==> src/rtl/pwm_pair_pkg.sv <==
package pwm_pair_pkg;

  localparam int PERIOD_W    = 4;
  localparam int PRESC_SEL_W = 3;
  localparam int PRESC_STEPS = 6;
  localparam int DB_LEN_W    = PERIOD_W + PRESC_STEPS - 1;

  typedef enum logic [1:0] {
    ACT_FORCE_LOW  = 2'b00,
    ACT_INVERTED   = 2'b01,
    ACT_DIRECT     = 2'b10,
    ACT_FORCE_HIGH = 2'b11
  } actCode_e;

  typedef struct packed {
    logic [DB_LEN_W-1:0] len;
    logic                zeroLen;
  } dbCtl_t;

endpackage

==> src/rtl/pwm_pair_control.sv <==
module pwm_pair_control
  import pwm_pair_pkg::*;
#(
  parameter int NUM_OUTS = 6
) (
  input  logic                   clk,
  input  logic                   rstN,
  input  logic [PERIOD_W-1:0]    dbPeriod,
  input  logic [PRESC_SEL_W-1:0] dbPrescaleSel,
  input  logic [NUM_OUTS-1:0]    dbBusy,
  output dbCtl_t                 dbCtl
);

  localparam int MAX_SHIFT = PRESC_STEPS - 1;

  logic [PRESC_SEL_W-1:0] shiftAmt;
  logic [DB_LEN_W-1:0]    nextLen;
  logic [DB_LEN_W-1:0]    lenReg;
  logic                   loadLen;

  always_comb begin
    if (dbPrescaleSel > PRESC_SEL_W'(MAX_SHIFT)) shiftAmt = PRESC_SEL_W'(MAX_SHIFT);
    else                                         shiftAmt = dbPrescaleSel;
    nextLen = DB_LEN_W'(dbPeriod) << shiftAmt;
    loadLen = ~|dbBusy;
  end

  always_ff @(posedge clk or negedge rstN) begin
    if (!rstN)        lenReg <= '0;
    else if (loadLen) lenReg <= nextLen;
  end

  assign dbCtl.len     = lenReg;
  assign dbCtl.zeroLen = (lenReg == '0);

endmodule

==> src/rtl/pwm_pair_datapath.sv <==
module pwm_pair_datapath
  import pwm_pair_pkg::*;
#(
  parameter int NUM_PAIRS = 3,
  localparam int NUM_OUTS = 2 * NUM_PAIRS
) (
  input  logic                  clk,
  input  logic                  rstN,
  input  logic [NUM_PAIRS-1:0]  cmpMatch,
  input  logic [NUM_PAIRS-1:0]  pairEnable,
  input  logic [2*NUM_OUTS-1:0] actionWord,
  input  dbCtl_t                dbCtl,
  output logic [NUM_OUTS-1:0]   dbBusy,
  output logic [NUM_OUTS-1:0]   pwmOut
);

  for (genvar k = 0; k < NUM_OUTS; k++) begin : g_out
    localparam int PAIR = k / 2;

    actCode_e            code;
    logic                want;
    logic [DB_LEN_W-1:0] cnt;
    logic                pin;

    always_comb begin
      code = actCode_e'(actionWord[2*k +: 2]);
      unique case (code)
        ACT_FORCE_LOW:  want = 1'b0;
        ACT_INVERTED:   want = ~cmpMatch[PAIR];
        ACT_DIRECT:     want = cmpMatch[PAIR];
        default:        want = 1'b1;
      endcase
      if (!pairEnable[PAIR]) want = 1'b0;
    end

    always_ff @(posedge clk or negedge rstN) begin
      if (!rstN) begin
        pin <= 1'b0;
        cnt <= '0;
      end else if (!want) begin
        pin <= 1'b0;
        cnt <= '0;
      end else if (!pin) begin
        if (dbCtl.zeroLen || cnt >= dbCtl.len) begin
          pin <= 1'b1;
          cnt <= '0;
        end else begin
          cnt <= cnt + 1'b1;
        end
      end
    end

    assign pwmOut[k] = pin;
    assign dbBusy[k] = (cnt != '0);
  end

endmodule

==> src/rtl/pwm_pair_shaper.sv <==
module pwm_pair_shaper
  import pwm_pair_pkg::*;
#(
  parameter int NUM_PAIRS = 3,
  localparam int NUM_OUTS = 2 * NUM_PAIRS
) (
  input  logic                   clk,
  input  logic                   rstN,
  input  logic [NUM_PAIRS-1:0]   cmpMatch,
  input  logic [NUM_PAIRS-1:0]   pairEnable,
  input  logic [2*NUM_OUTS-1:0]  actionWord,
  input  logic [PERIOD_W-1:0]    dbPeriod,
  input  logic [PRESC_SEL_W-1:0] dbPrescaleSel,
  output logic [NUM_OUTS-1:0]    pwmOut
);

  dbCtl_t              dbCtl;
  logic [NUM_OUTS-1:0] dbBusy;
  logic [DB_LEN_W-1:0] dbLen;

  assign dbLen = dbCtl.len;

  pwm_pair_control #(.NUM_OUTS(NUM_OUTS)) u_ctrl (
    .clk          (clk),
    .rstN         (rstN),
    .dbPeriod     (dbPeriod),
    .dbPrescaleSel(dbPrescaleSel),
    .dbBusy       (dbBusy),
    .dbCtl        (dbCtl)
  );

  pwm_pair_datapath #(.NUM_PAIRS(NUM_PAIRS)) u_dp (
    .clk       (clk),
    .rstN      (rstN),
    .cmpMatch  (cmpMatch),
    .pairEnable(pairEnable),
    .actionWord(actionWord),
    .dbCtl     (dbCtl),
    .dbBusy    (dbBusy),
    .pwmOut    (pwmOut)
  );

endmodule

==> config.mk <==
export PLATFORM = sky130hd
export DESIGN_NAME = pwm_pair_shaper
export DESIGN_NICKNAME = d
export VERILOG_FILES = /design/src/rtl/pwm_pair_pkg.sv /design/src/rtl/pwm_pair_control.sv /design/src/rtl/pwm_pair_datapath.sv /design/src/rtl/pwm_pair_shaper.sv
export SDC_FILE = /design/constraint.sdc
export NUM_CORES = 1
export LEC_CHECK = 0
export ABC_AREA = 0
export CORE_ASPECT_RATIO = 1.4
export CORE_MARGIN = 10
export CORE_UTILIZATION = 60
export DETAILED_ROUTE_END_ITERATION = 16
export GPL_ROUTABILITY_DRIVEN = 0
export PLACE_DENSITY = 0.86
export SYNTH_ARGS = -nofsm -noshare
export SYNTH_HDL_FRONTEND = slang
export SYNTH_SLANG_ARGS = --single-unit
==> constraint.sdc <==
create_clock -name clk -period 5.6 [get_ports clk]
set_input_delay 1.12 -clock clk [delete_from_list [all_inputs] [get_ports clk]]
set_output_delay 1.12 -clock clk [all_outputs]
set_load 0.05 [all_outputs]
After elaboration in Yosys (flattened, before gate mapping)
Cells that the tools add are included.

Bitwise logic cells: 3. Add/sub/neg operators: 6. Reduce and logical (&&, ||, !) cells: 20. Order comparisons: 7. Muxes and demuxes: 49. Shift operators: 1. Eq/ne operators: 18.

Operator list (count): two-way mux 9 bit (18); adder 9 x 1 -> 9 bit, second input constant (6); >= comparator 9 bit (6); nonzero test 9 bit (6); two-way mux 1 bit (24); case mux 1 bit (3 select lines) (6); equality test 2 x 1 -> 1 bit, second input constant (6); equality test 2 bit, second input constant (6); logical NOT 2 bit (6); inequality test 2 bit, second input constant (6); logical NOT 9 bit (1); left shift 4 x 3 -> 9 bit (1); logical OR 1 bit (6); OR reduction 6 bit (1); > comparator 3 bit, second input constant (1); two-way mux 3 bit (1); inverter 1 bit (3).

Register bits: 69. Input bits: 27. Word-level logic and storage cells: 117. Output and inout port bits: 6.

Depth between registers and ports, before layout
Gate-level depths: netlist of run 1.

Depth in word-level cells: 5. Depth in mapped cells: 8. Depth with buffers taken out: 7.

Cells and area by module
From an unflattened synthesis of run 1, not the netlist that was laid out.

Cells, all modules: 634. Area, all modules: 5656.7 um^2.

Modules (own cells, without submodules): pwm_pair_datapath (area an instance 5053.6 um^2, seq. area each 1501.4 um^2, times used 1, cells an instance 572); pwm_pair_control (area an instance 603.1 um^2, seq. area each 225.2 um^2, times used 1, cells an instance 62).

Worst setup path after synthesis of run 1
OpenSTA, ideal clock, no wires.

Path kind: input -> register. From: input port dbPrescaleSel[0]. To: register u_ctrl.lenReg[7]. Stages on the path: 5. Setup time: 0.125 ns. Data required time: 5.475 ns. Slack: 3.409 ns. Data arrival time: 2.067 ns. Buffers on the path: 1. Path through: clkbuf_1 > mux2i_1 > and2_1 > nor2_1 > mux2_2.

Longest elaborated chain between the ends: 3.

Ends and longest elaborated chain: from (decl) (RTL line pwm_pair_shaper.sv:13) `input logic [PRESC_SEL_W-1:0] dbPrescaleSel,`; > comparator 3 bit (RTL line pwm_pair_control.sv:22) `if (dbPrescaleSel > PRESC_SEL_W'(MAX_SHIFT)) shiftAmt = PRESC_SEL_W'(MAX_SHIFT);`; two-way mux 3 bit (*) (RTL line pwm_pair_control.sv:22); left shift 4 x 3 -> 9 bit (*) (RTL line pwm_pair_control.sv:24) `nextLen = DB_LEN_W'(dbPeriod) << shiftAmt;`; to (signal assigned) (RTL line pwm_pair_control.sv:30) `else if (loadLen) lenReg <= nextLen;`; to (decl) (RTL line pwm_pair_control.sv:18) `logic [DB_LEN_W-1:0] lenReg;`.

Mark *: on every way between the ends. The rest lies on a longest branch, timed or not. A chain may end at the register's enable or synchronous reset.

Worst setup path in the final report of run 1
From: register u_dp.g_out[4].pin. To: output port pwmOut[4].

RTL lines: from (decl) (RTL line pwm_pair_datapath.sv:23) `logic pin;`; from (signal assigned) (RTL line pwm_pair_datapath.sv:38) `pin <= 1'b0;`; from (signal assigned) (RTL line pwm_pair_datapath.sv:41) `pin <= 1'b0;`; from (signal assigned) (RTL line pwm_pair_datapath.sv:45) `pin <= 1'b1;`; to (decl) (RTL line pwm_pair_shaper.sv:14) `output logic [NUM_OUTS-1:0] pwmOut`.

No word-level cell between the ends.

==> flow_metrics.py, run 1 <==
metrics = {
    "synthesis": {
        "synth_flop_cell": "dfrtp_1",
        "synth_warnings": 0,
        "yosysSeqAreaShare": 0.330,
        "mappedNetlistArea_mm2": 0.00523,
        "synth_top_area_frac": 0.330,
        "ys_ff_latch": 69,
        "avgSynthCellArea_um2": 8.57,
        "async_flop_share": 1.00,
        "syn_inst": 611,
        "synth_nets": 704,
        "synth-edff-count": 0,
        "yosys.area.top_type": "dfrtp_1",
        "synth_area_leaders": "dfrtp_1 (33%), ha_1 (16%), nand2_1 (7.3%), nand3_1 (5.1%), a21oi_1 (3.8%)",
        "synthDistinctLibCells": 43,
    },
    "sta": {
        "worst_slew_pin_slew_ps": 1240,
        "setup_tns_ps": 0,
        "fmaxAchievable_ghz": 0.344,
        "period_minus_slack_ps": 2910,
        "setup_viol_count_final": 0,
        "fin_crit_sh": 0.520,
        "slew_headroom": 0.168,
        "hold_violations": 0,
        "grt_setup_unrepaired": "false",
        "slew_viol_final": 0,
        "fin_skew_ps": 5.38,
    },
    "clock_network": {
        "cts_buffers": 9,
        "cts_repair_resize_count": 0,
        "cts_max_path_buffers": 2,
        "hold_buffers": 0,
        "tritoncts": "done",
        "clock_latency_ps": 350,
        "clk_pin_slew_ps": 50,
        "cts.sinks": 69,
        "htreeDepth": 3,
        "cts_setup_buffers": 0,
        "cts_root_buf": "clkbuf_16",
    },
    "critical_path": {
        "cp_slowest_cell": "clkdlybuf4s50_1",
        "r2r_slack_ps": 2810,
        "cp-start-kind": "flip-flop",
        "cp_num_buf_inv": 1,
        "cpPeakStageDelay_ps": 880,
        "worstPathMaxFanout": 11,
        "critPathCaptureType": "output pin",
        "worst_ep_arrival_time_ps": 1790,
        "path_cells": "clkdlybuf4s50_1",
        "r2r-start": "u_ctrl.lenReg[2]",
        "required_ps": 4480,
        "critPathKind": "reg2out",
        "cp-startpoint": "u_dp.g_out[4].pin",
        "critPathTopFamily": "buffers and inverters",
    },
    "floorplan": {
        "start_util": 0.612,
        "pin_count": 33,
        "fp.coreArea_mm2": 0.00856,
        "fp.dieH_um": 131,
        "dieWidth_um": 98.9,
        "rows": 40,
        "die_area_mm2": 0.0129,
    },
    "routing": {
        "drtIter0Drc": 414,
        "detail_route.wirelength_mm": 13.2,
        "drt-pass1-iter-count": 6,
        "routed-via-count": 4831,
        "wl_per_cell_um": 17.9,
        "drcViolationCount": 0,
        "postRouteAntennaNets": 0,
        "viasPerCell": 6.55,
    },
    "global_route": {
        "grt_start_max_net_pins": 52,
        "track_usage": 0.206,
        "grt_pass1_vias": 4682,
        "antenna_found_initial": 0,
        "grt_remaining_overflow": 0,
        "grt_pass1_wl_mm": 22.2,
    },
    "power_and_ir_drop": {
        "power_density_mw_per_mm2": 362,
        "power.leakage_uw": 0.00252,
        "ir_drop_v": 0.000266,
    },
    "layout": {
        "multiInputGateArea_mm2": 0.00326,
        "drive_gt1_frac": 0.0617,
        "diodes": 0,
        "synthToLayoutAreaGrowth_pct": 11.0,
        "instances_no_fill": 737,
        "fin_nets": 722,
        "regArea_mm2": 0.00173,
        "fill_cells": 635,
    },
    "worst_hold_path": {
        "min_from": "u_ctrl.lenReg[7]",
        "hold_class": "reg2reg",
    },
    "run_status": {
        "outcome": "finished clean",
    },
    "job": {
        "drv_cap": 0,
    },
    "placement": {
        "place_inst": 723,
        "port_buffers": 32,
        "dp_hpwl_mm": 9.20,
    },
}
==> flip-flops by register name, indices dropped and copies added (netlist names) <==
name and flops:
u_ctrl.lenReg 9, u_dp.g_out.cnt 54, u_dp.g_out.pin 6
==> cells by family after synthesis <==
group	count (synthesis)	share of synthesized area
DFF	69	0.330
xor gates and xnor gates	12	0.0201
muxes	18	0.0368
AOI/OAI and AO/OA	119	0.152
and+or+nand+nor	279	0.257
buffers and inverters	48	0.0464
adders and majority gates	66	0.158
==> power breakdown <==
part,internal (µW),switching [µW]
combinational,308,595
clock,351,208
sequential,556,85.7
total,1220,888
==> synthesized netlist by cell type, types with 4 or more instances <==
cell      instances
mux2i_1           8
mux2_2           10
nand3_1          53
o21ai_0           9
nor4_1           10
o211ai_1          5
nand4_1          19
a22oi_1           8
nand3b_1          5
nand2_1         102
a211o_1           5
inv_1            22
nand4b_1          8
nor2_1           42
a21oi_1          40
buf_4            10
a211oi_2          4
nor3_1           17
ha_1             66
clkbuf_1         11
or2_2             8
a31oi_1          31
a32oi_1           4
nor2b_1           6
dfrtp_1          69
xor2_1           10
==> path summary, 6_finish.rpt <==
check	to	cells after the start
setup reg to reg	u_dp.g_out[2].cnt[6]	7
min in group asynchronous	u_dp.g_out[1].pin	1
setup / recovery	pwmOut[4]	1
hold reg to reg	u_ctrl.lenReg[7]	1
max in group asynchronous	u_dp.g_out[5].cnt[5]	2
hold / removal	u_ctrl.lenReg[7]	1
==> worst reg2reg max path, stage by stage (launching register included) <==
cell	delay [ps]
dfrtp_1	380
inv_1	310
ha_1	320
a21oi_1	150
o21ai_0	120
a31oi_1	990
nand4_1	210
a31oi_1	230
==> stage by stage <==
stage	cell area (µm²)	hold slack (ps)	util	setup slack [ps]	power [µW]
final	5810	509	0.679	2690	2100
after floorplan	5230	481	-	3410	1360
after CTS	5810	510	0.679	2680	2090
after global placement	5530	496	0.646	2990	1480
after global routing	5810	561	0.679	2580	2230
after detailed placement	5530	498	0.646	2920	1530
==> placed cells by master (no fill, tap or decap), drive strengths merged, types with 3 or more instances in the layout <==
cell type	n
clkdlybuf4s50	31
o21ai	9
a211o	5
dfrtp	69
xor2	10
nand4	19
or2	8
ha	66
nand2	102
nor2	42
mux2	10
a211oi	8
a21oi	40
a31oi	31
o21a	3
nand3b	5
nor4	10
nor2b	6
nand3	53
clkbuf	12
nor3	18
o211ai	5
inv	22
a22oi	8
nand4b	8
mux2i	8
a32oi	4
==> final cells by class <==
cell class,count,area share
multi-input combinational,494,0.562
sequential,69,0.297
timing repair buffer,33,0.0556
clock buffer,12,0.0424
tap,105,0.0226
inverter,22,0.0142
clock inverter,2,0.00603
==> metal layers <==
metal	vias to the layer above	track usage	part of all wire
li1	2277	-	-
met1	2307	0.231	0.40
met2	208	0.349	0.50
met3	39	0.0562	0.072
met4	0	0.107	0.034
met5	-	0	0
No activity file was read; power rests on OpenSTA's default activity.
==> run 2: changes to the inputs <==
==> constraint.sdc (replaced) <==
create_clock -name clk -period 2.8 [get_ports clk]
set_input_delay 0.56 -clock clk [delete_from_list [all_inputs] [get_ports clk]]
set_output_delay 0.56 -clock clk [all_outputs]
set_load 0.05 [all_outputs]
==> run 2 against run 1 <==
Against the previous run: power is 110% higher; largest power group unchanged; routed wire length is 1.5% higher; sequential cell count is the same; critical endpoint is now u_dp.g_out[5].cnt[3]; clock-buffer cell count unchanged; hold slack worse by 270 ps.
==> flow_metrics.py, run 2 (same netlist as run 1, synthesis figures left out) <==
metrics = {
    "clock_network": {
        "clock_latency_ps": 340,
        "cts.sinks": 69,
        "tritoncts": "done",
        "cts_root_buf": "clkbuf_16",
        "clk_pin_slew_ps": 60,
        "cts_setup_buffers": 0,
        "hold_buffers": 0,
        "cts_repair_resize_count": 0,
        "cts_buffers": 9,
        "htreeDepth": 3,
        "cts_max_path_buffers": 2,
    },
    "routing": {
        "viasPerCell": 6.49,
        "detail_route.wirelength_mm": 13.4,
        "wl_per_cell_um": 17.8,
        "drtIter0Drc": 372,
        "drt-pass1-iter-count": 5,
        "postRouteAntennaNets": 0,
        "drcViolationCount": 0,
        "routed-via-count": 4872,
    },
    "global_route": {
        "antenna_found_initial": 0,
        "grt_pass1_vias": 4845,
        "grt_start_max_net_pins": 31,
        "track_usage": 0.214,
        "grt_pass1_wl_mm": 22.9,
        "grt_remaining_overflow": 0,
    },
    "placement": {
        "port_buffers": 32,
        "dp_hpwl_mm": 9.53,
        "placed_cell_area_mm2": 0.00563,
        "place_ws_ps": 514,
    },
    "floorplan": {
        "start_util": 0.612,
        "rows": 40,
        "pin_count": 33,
        "die_area_mm2": 0.0129,
        "fp.dieH_um": 131,
        "fp.coreArea_mm2": 0.00856,
        "dieWidth_um": 98.9,
    },
    "sta": {
        "setup_slack_ps": 406,
        "period_minus_slack_ps": 2390,
        "slew_viol_final": 0,
        "setup_viol_count_final": 0,
        "slew_headroom": 0.565,
        "fin_crit_sh": 0.855,
        "fmaxAchievable_ghz": 0.418,
        "setup_tns_ps": 0,
        "worst_slew_pin_slew_ps": 652,
        "hold_violations": 0,
        "grt_setup_unrepaired": "false",
        "fin_skew_ps": 2.50,
    },
    "layout": {
        "final_common_cell": "nand2_1",
        "diodes": 0,
        "reg_top3": "u_dp.g_out.cnt x54, u_ctrl.lenReg x9, u_dp.g_out.pin x6",
        "drive_gt1_frac": 0.0836,
        "fill_cells": 627,
        "synthToLayoutAreaGrowth_pct": 13.8,
        "layout_common_cells": "nand2_1 (102), dfrtp_1 (69), ha_1 (66)",
        "fin_nets": 734,
        "regArea_mm2": 0.00173,
        "regMostFlops": "u_dp.g_out.cnt",
        "fin_util": 0.696,
        "multiInputGateArea_mm2": 0.00326,
        "largest_reg_flops": 54,
        "fin_area_mm2": 0.00596,
    },
    "power_and_ir_drop": {
        "power_density_mw_per_mm2": 752,
        "power_frac_seq": 0.284,
        "power.leakage_uw": 0.00260,
        "p_comb_frac": 0.435,
        "p_sw_uw": 1830,
        "p_int_uw": 2660,
        "pwr-share-clk": 0.281,
        "swShare": 0.407,
        "ir_drop_v": 0.000523,
    },
    "critical_path": {
        "cp-start-kind": "flip-flop",
        "worstPathMaxFanout": 15,
        "r2r_slack_ps": 410,
        "critPathKind": "reg2reg",
        "required_ps": 3060,
        "critPathCaptureType": "flip-flop",
        "rr_worst_depth": 7,
        "worst_ep_arrival_time_ps": 2660,
    },
    "worst_hold_path": {
        "hold_class": "in2async",
    },
    "job": {
        "drv_cap": 0,
    },
    "run_status": {
        "outcome": "finished clean",
    },
}
==> run 2: changes by cell type in the layout (fill, tap and decap cells not counted) <==
| cell | before | now |
|---|---|---|
| clkbuf_8 | 1 | 2 |
| buf_12 | 0 | 1 |
| buf_4 | 1 | 12 |
| clkinv_2 | 1 | 2 |
| bufinv_16 | 1 | 2 |
| clkbuf_1 | 2 | 1 |
==> run 2: final cells by class <==
cell class,count,area share
clock buffers,12,0.0431
clock inverters,4,0.0118
inverters,22,0.0139
multi-input cells,494,0.548
flip-flops and latches,69,0.290
well taps,105,0.0221
repair buffers,45,0.0714
==> run 2: worst paths after layout <==
check	end	startpoint
min reg2reg	u_ctrl.lenReg[7]	u_ctrl.lenReg[7]
min	u_dp.g_out[1].cnt[2]	rstN
max	u_dp.g_out[5].cnt[3]	u_ctrl.lenReg[8]
max in group asynchronous	u_dp.g_out[4].cnt[3]	rstN
min in group clk	u_ctrl.lenReg[7]	u_ctrl.lenReg[7]
max reg2reg	u_dp.g_out[5].cnt[3]	u_ctrl.lenReg[8]
==> run 2: critical path, stage by stage (launching register included) <==
cell	delay, ps
dfrtp_1	370
inv_1	260
ha_1	320
a211oi_1	280
o221ai_1	220
a211oi_4	520
nand2_1	150
a31oi_1	180
==> run 2: power groups by stage <==
| stage | Combinational, µW | Sequential, µW | Clock [µW] |
|---|---|---|---|
| 2_1_floorplan | 1510 | 1200 | 0 |
| 3_3_place_gp | 1800 | 1270 | 0 |
| 3_5_place_dp | 1900 | 1280 | 0 |
| 4_1_cts | 1930 | 1270 | 1270 |
| 5_1_grt | 2150 | 1290 | 1320 |
| 6_report | 1950 | 1270 | 1260 |
==> run 2: stage by stage <==
step,hold slack [ps],total power [µW],cells
2_1_floorplan,264,2710,611
3_3_place_gp,491,3070,735
3_5_place_dp,501,3180,735
4_1_cts,270,4460,751
5_1_grt,285,4760,751
6_report,243,4480,751
==> run 2: routing by layer <==
metal	vias up	share of wire	GRT usage
met5	-	0	0
met3	56	0.067	0.0368
met2	213	0.49	0.359
met1	2300	0.40	0.251
met4	0	0.041	0.126
li1	2303	-	-
==> run 3: changes to the inputs <==
--- a/config.mk
+++ b/config.mk
@@ -6,12 +6,15 @@
 export NUM_CORES = 1
 export LEC_CHECK = 0
 export ABC_AREA = 0
+export CELL_PAD_IN_SITES_DETAIL_PLACEMENT = 1
+export CELL_PAD_IN_SITES_GLOBAL_PLACEMENT = 1
 export CORE_ASPECT_RATIO = 1.4
 export CORE_MARGIN = 10
-export CORE_UTILIZATION = 60
+export CORE_UTILIZATION = 46
 export DETAILED_ROUTE_END_ITERATION = 16
 export GPL_ROUTABILITY_DRIVEN = 0
 export PLACE_DENSITY = 0.86
+export SLEW_MARGIN = 10
 export SYNTH_ARGS = -nofsm -noshare
 export SYNTH_HDL_FRONTEND = slang
 export SYNTH_SLANG_ARGS = --single-unit
==> run 3 against run 2 <==
Against the previous run: sequential power about the same; critical path type unchanged; design area up 0.65%; global-route usage decreased by 0.79 points; largest power group unchanged; highest routed layer unchanged; utilization is 16 points lower; largest cell class unchanged; fmax is 2.7% lower; clock power decreased by 12%.
==> flow_metrics.py, run 3 (same netlist as run 1, synthesis figures left out) <==
metrics = {
    "global_route": {
        "grt_pass1_wl_mm": 26.8,
        "antenna_found_initial": 0,
        "grt_pass1_vias": 5424,
        "track_usage": 0.206,
        "grt_remaining_overflow": 0,
        "grt_start_max_net_pins": 31,
    },
    "floorplan": {
        "rows": 46,
        "pin_count": 33,
        "fp.dieH_um": 146,
        "fp.coreArea_mm2": 0.0112,
        "start_util": 0.466,
        "dieWidth_um": 110,
        "die_area_mm2": 0.0161,
    },
    "power_and_ir_drop": {
        "power_density_mw_per_mm2": 742,
        "p_sw_uw": 1920,
        "ir_drop_v": 0.000360,
        "pwr-share-clk": 0.249,
        "power_frac_seq": 0.282,
        "p_int_uw": 2530,
        "swShare": 0.431,
        "p_comb_frac": 0.469,
        "power.leakage_uw": 0.00260,
    },
    "run_status": {
        "outcome": "finished clean",
    },
    "routing": {
        "drt-pass1-iter-count": 4,
        "drtIter0Drc": 200,
        "wl_per_cell_um": 20.1,
        "routed-via-count": 4899,
        "postRouteAntennaNets": 0,
        "detail_route.wirelength_mm": 15.9,
        "viasPerCell": 6.17,
        "drcViolationCount": 0,
    },
    "layout": {
        "regMostFlops": "u_dp.g_out.cnt",
        "reg_top3": "u_dp.g_out.cnt x54, u_ctrl.lenReg x9, u_dp.g_out.pin x6",
        "fin_nets": 739,
        "synthToLayoutAreaGrowth_pct": 14.6,
        "drive_gt1_frac": 0.0877,
        "largest_reg_flops": 54,
        "final_common_cell": "nand2_1",
        "fin_util": 0.534,
        "diodes": 0,
        "layout_common_cells": "nand2_1 (102), dfrtp_1 (69), ha_1 (66)",
    },
    "sta": {
        "hold_violations": 0,
        "setup_tns_ps": 0,
        "setup_viol_count_final": 0,
        "holdWs_ps": 192,
        "slew_headroom": 0.568,
        "fin_crit_sh": 0.878,
        "fin_skew_ps": 5.98,
        "grt_setup_unrepaired": "false",
        "slew_viol_final": 0,
        "worst_slew_pin_slew_ps": 646,
        "fmaxAchievable_ghz": 0.407,
        "period_minus_slack_ps": 2460,
    },
    "critical_path": {
        "worst_ep_arrival_time_ps": 2680,
        "critPathCaptureType": "flip-flop",
        "critPathKind": "reg2reg",
        "r2r_slack_ps": 340,
        "cp-start-kind": "flip-flop",
        "required_ps": 3020,
        "worstPathMaxFanout": 9,
    },
    "clock_network": {
        "cts.sinks": 69,
        "cts_setup_buffers": 0,
        "cts_max_path_buffers": 2,
        "hold_buffers": 0,
        "clk_pin_slew_ps": 50,
        "cts_buffers": 9,
        "clock_latency_ps": 340,
        "cts_root_buf": "clkbuf_16",
        "cts_repair_resize_count": 0,
        "htreeDepth": 3,
        "tritoncts": "done",
    },
    "placement": {
        "port_buffers": 32,
        "dp_hpwl_mm": 11.8,
    },
    "worst_hold_path": {
        "hold_class": "in2async",
    },
    "job": {
        "drv_cap": 0,
    },
}
run 3: changes by cell type in the layout (fill, tap and decap cells not counted):
cell	change
clkbuf_8	+1
clkbuf_1	+1
buf_4	+5
bufinv_16	-2
clkinv_2	-1
run 3: stage by stage:
step	worst slack, ps	total power, µW	instance area [µm²]	instances
5_1_grt	182	4740	6000	794
3_3_place_gp	453	3160	5720	779
4_1_cts	365	4450	6000	794
2_1_floorplan	836	2710	5230	611
6_report	341	4450	6000	794
3_5_place_dp	367	3320	5720	779
run 3: power groups by stage:
stage | Sequential [µW] | Clock [µW] | Combinational, µW
after floorplan | 1200 | 0 | 1510
after global placement | 1260 | 0 | 1900
after detailed placement | 1270 | 0 | 2050
after CTS | 1250 | 1120 | 2080
final | 1260 | 1110 | 2090
after global routing | 1280 | 1160 | 2300
run 3: worst max-delay path, stage by stage (launching register included):
cell and delay, ps:
dfrtp_1 420, inv_1 130, ha_1 180, nor4b_1 420, nand4_1 250, nor3_4 530
mux2_2 420
run 3: final cells by class:
class                   instances  area (µm²)
clock buffers                  14         274
repair buffers                 50         463
inverters                      22        82.6
multi-input cells             494        3260
fillers                      1341        5230
well taps                     144         180
flip-flops and latches         69        1730
clock inverters                 1        5.00
run 3: worst paths after layout:
check,depth (start not counted),startpoint,endpoint
min in group clk,1,u_ctrl.lenReg[7],u_ctrl.lenReg[7]
min,1,rstN,u_dp.g_out[1].cnt[7]
max reg2reg,6,u_dp.g_out[4].cnt[0],u_ctrl.lenReg[4]
min reg2reg,1,u_ctrl.lenReg[7],u_ctrl.lenReg[7]
max in group asynchronous,3,rstN,u_dp.g_out[0].cnt[2]
max,6,u_dp.g_out[4].cnt[0],u_ctrl.lenReg[4]
run 3: routing by layer:
layer | wire [µm] | GRT usage | vias up
li1 | - | - | 2297
met1 | 6230 | 0.221 | 2476
met2 | 8720 | 0.379 | 90
met3 | 513 | 0.0339 | 36
met4 | 451 | 0.0870 | 0
met5 | 0 | 0 | -
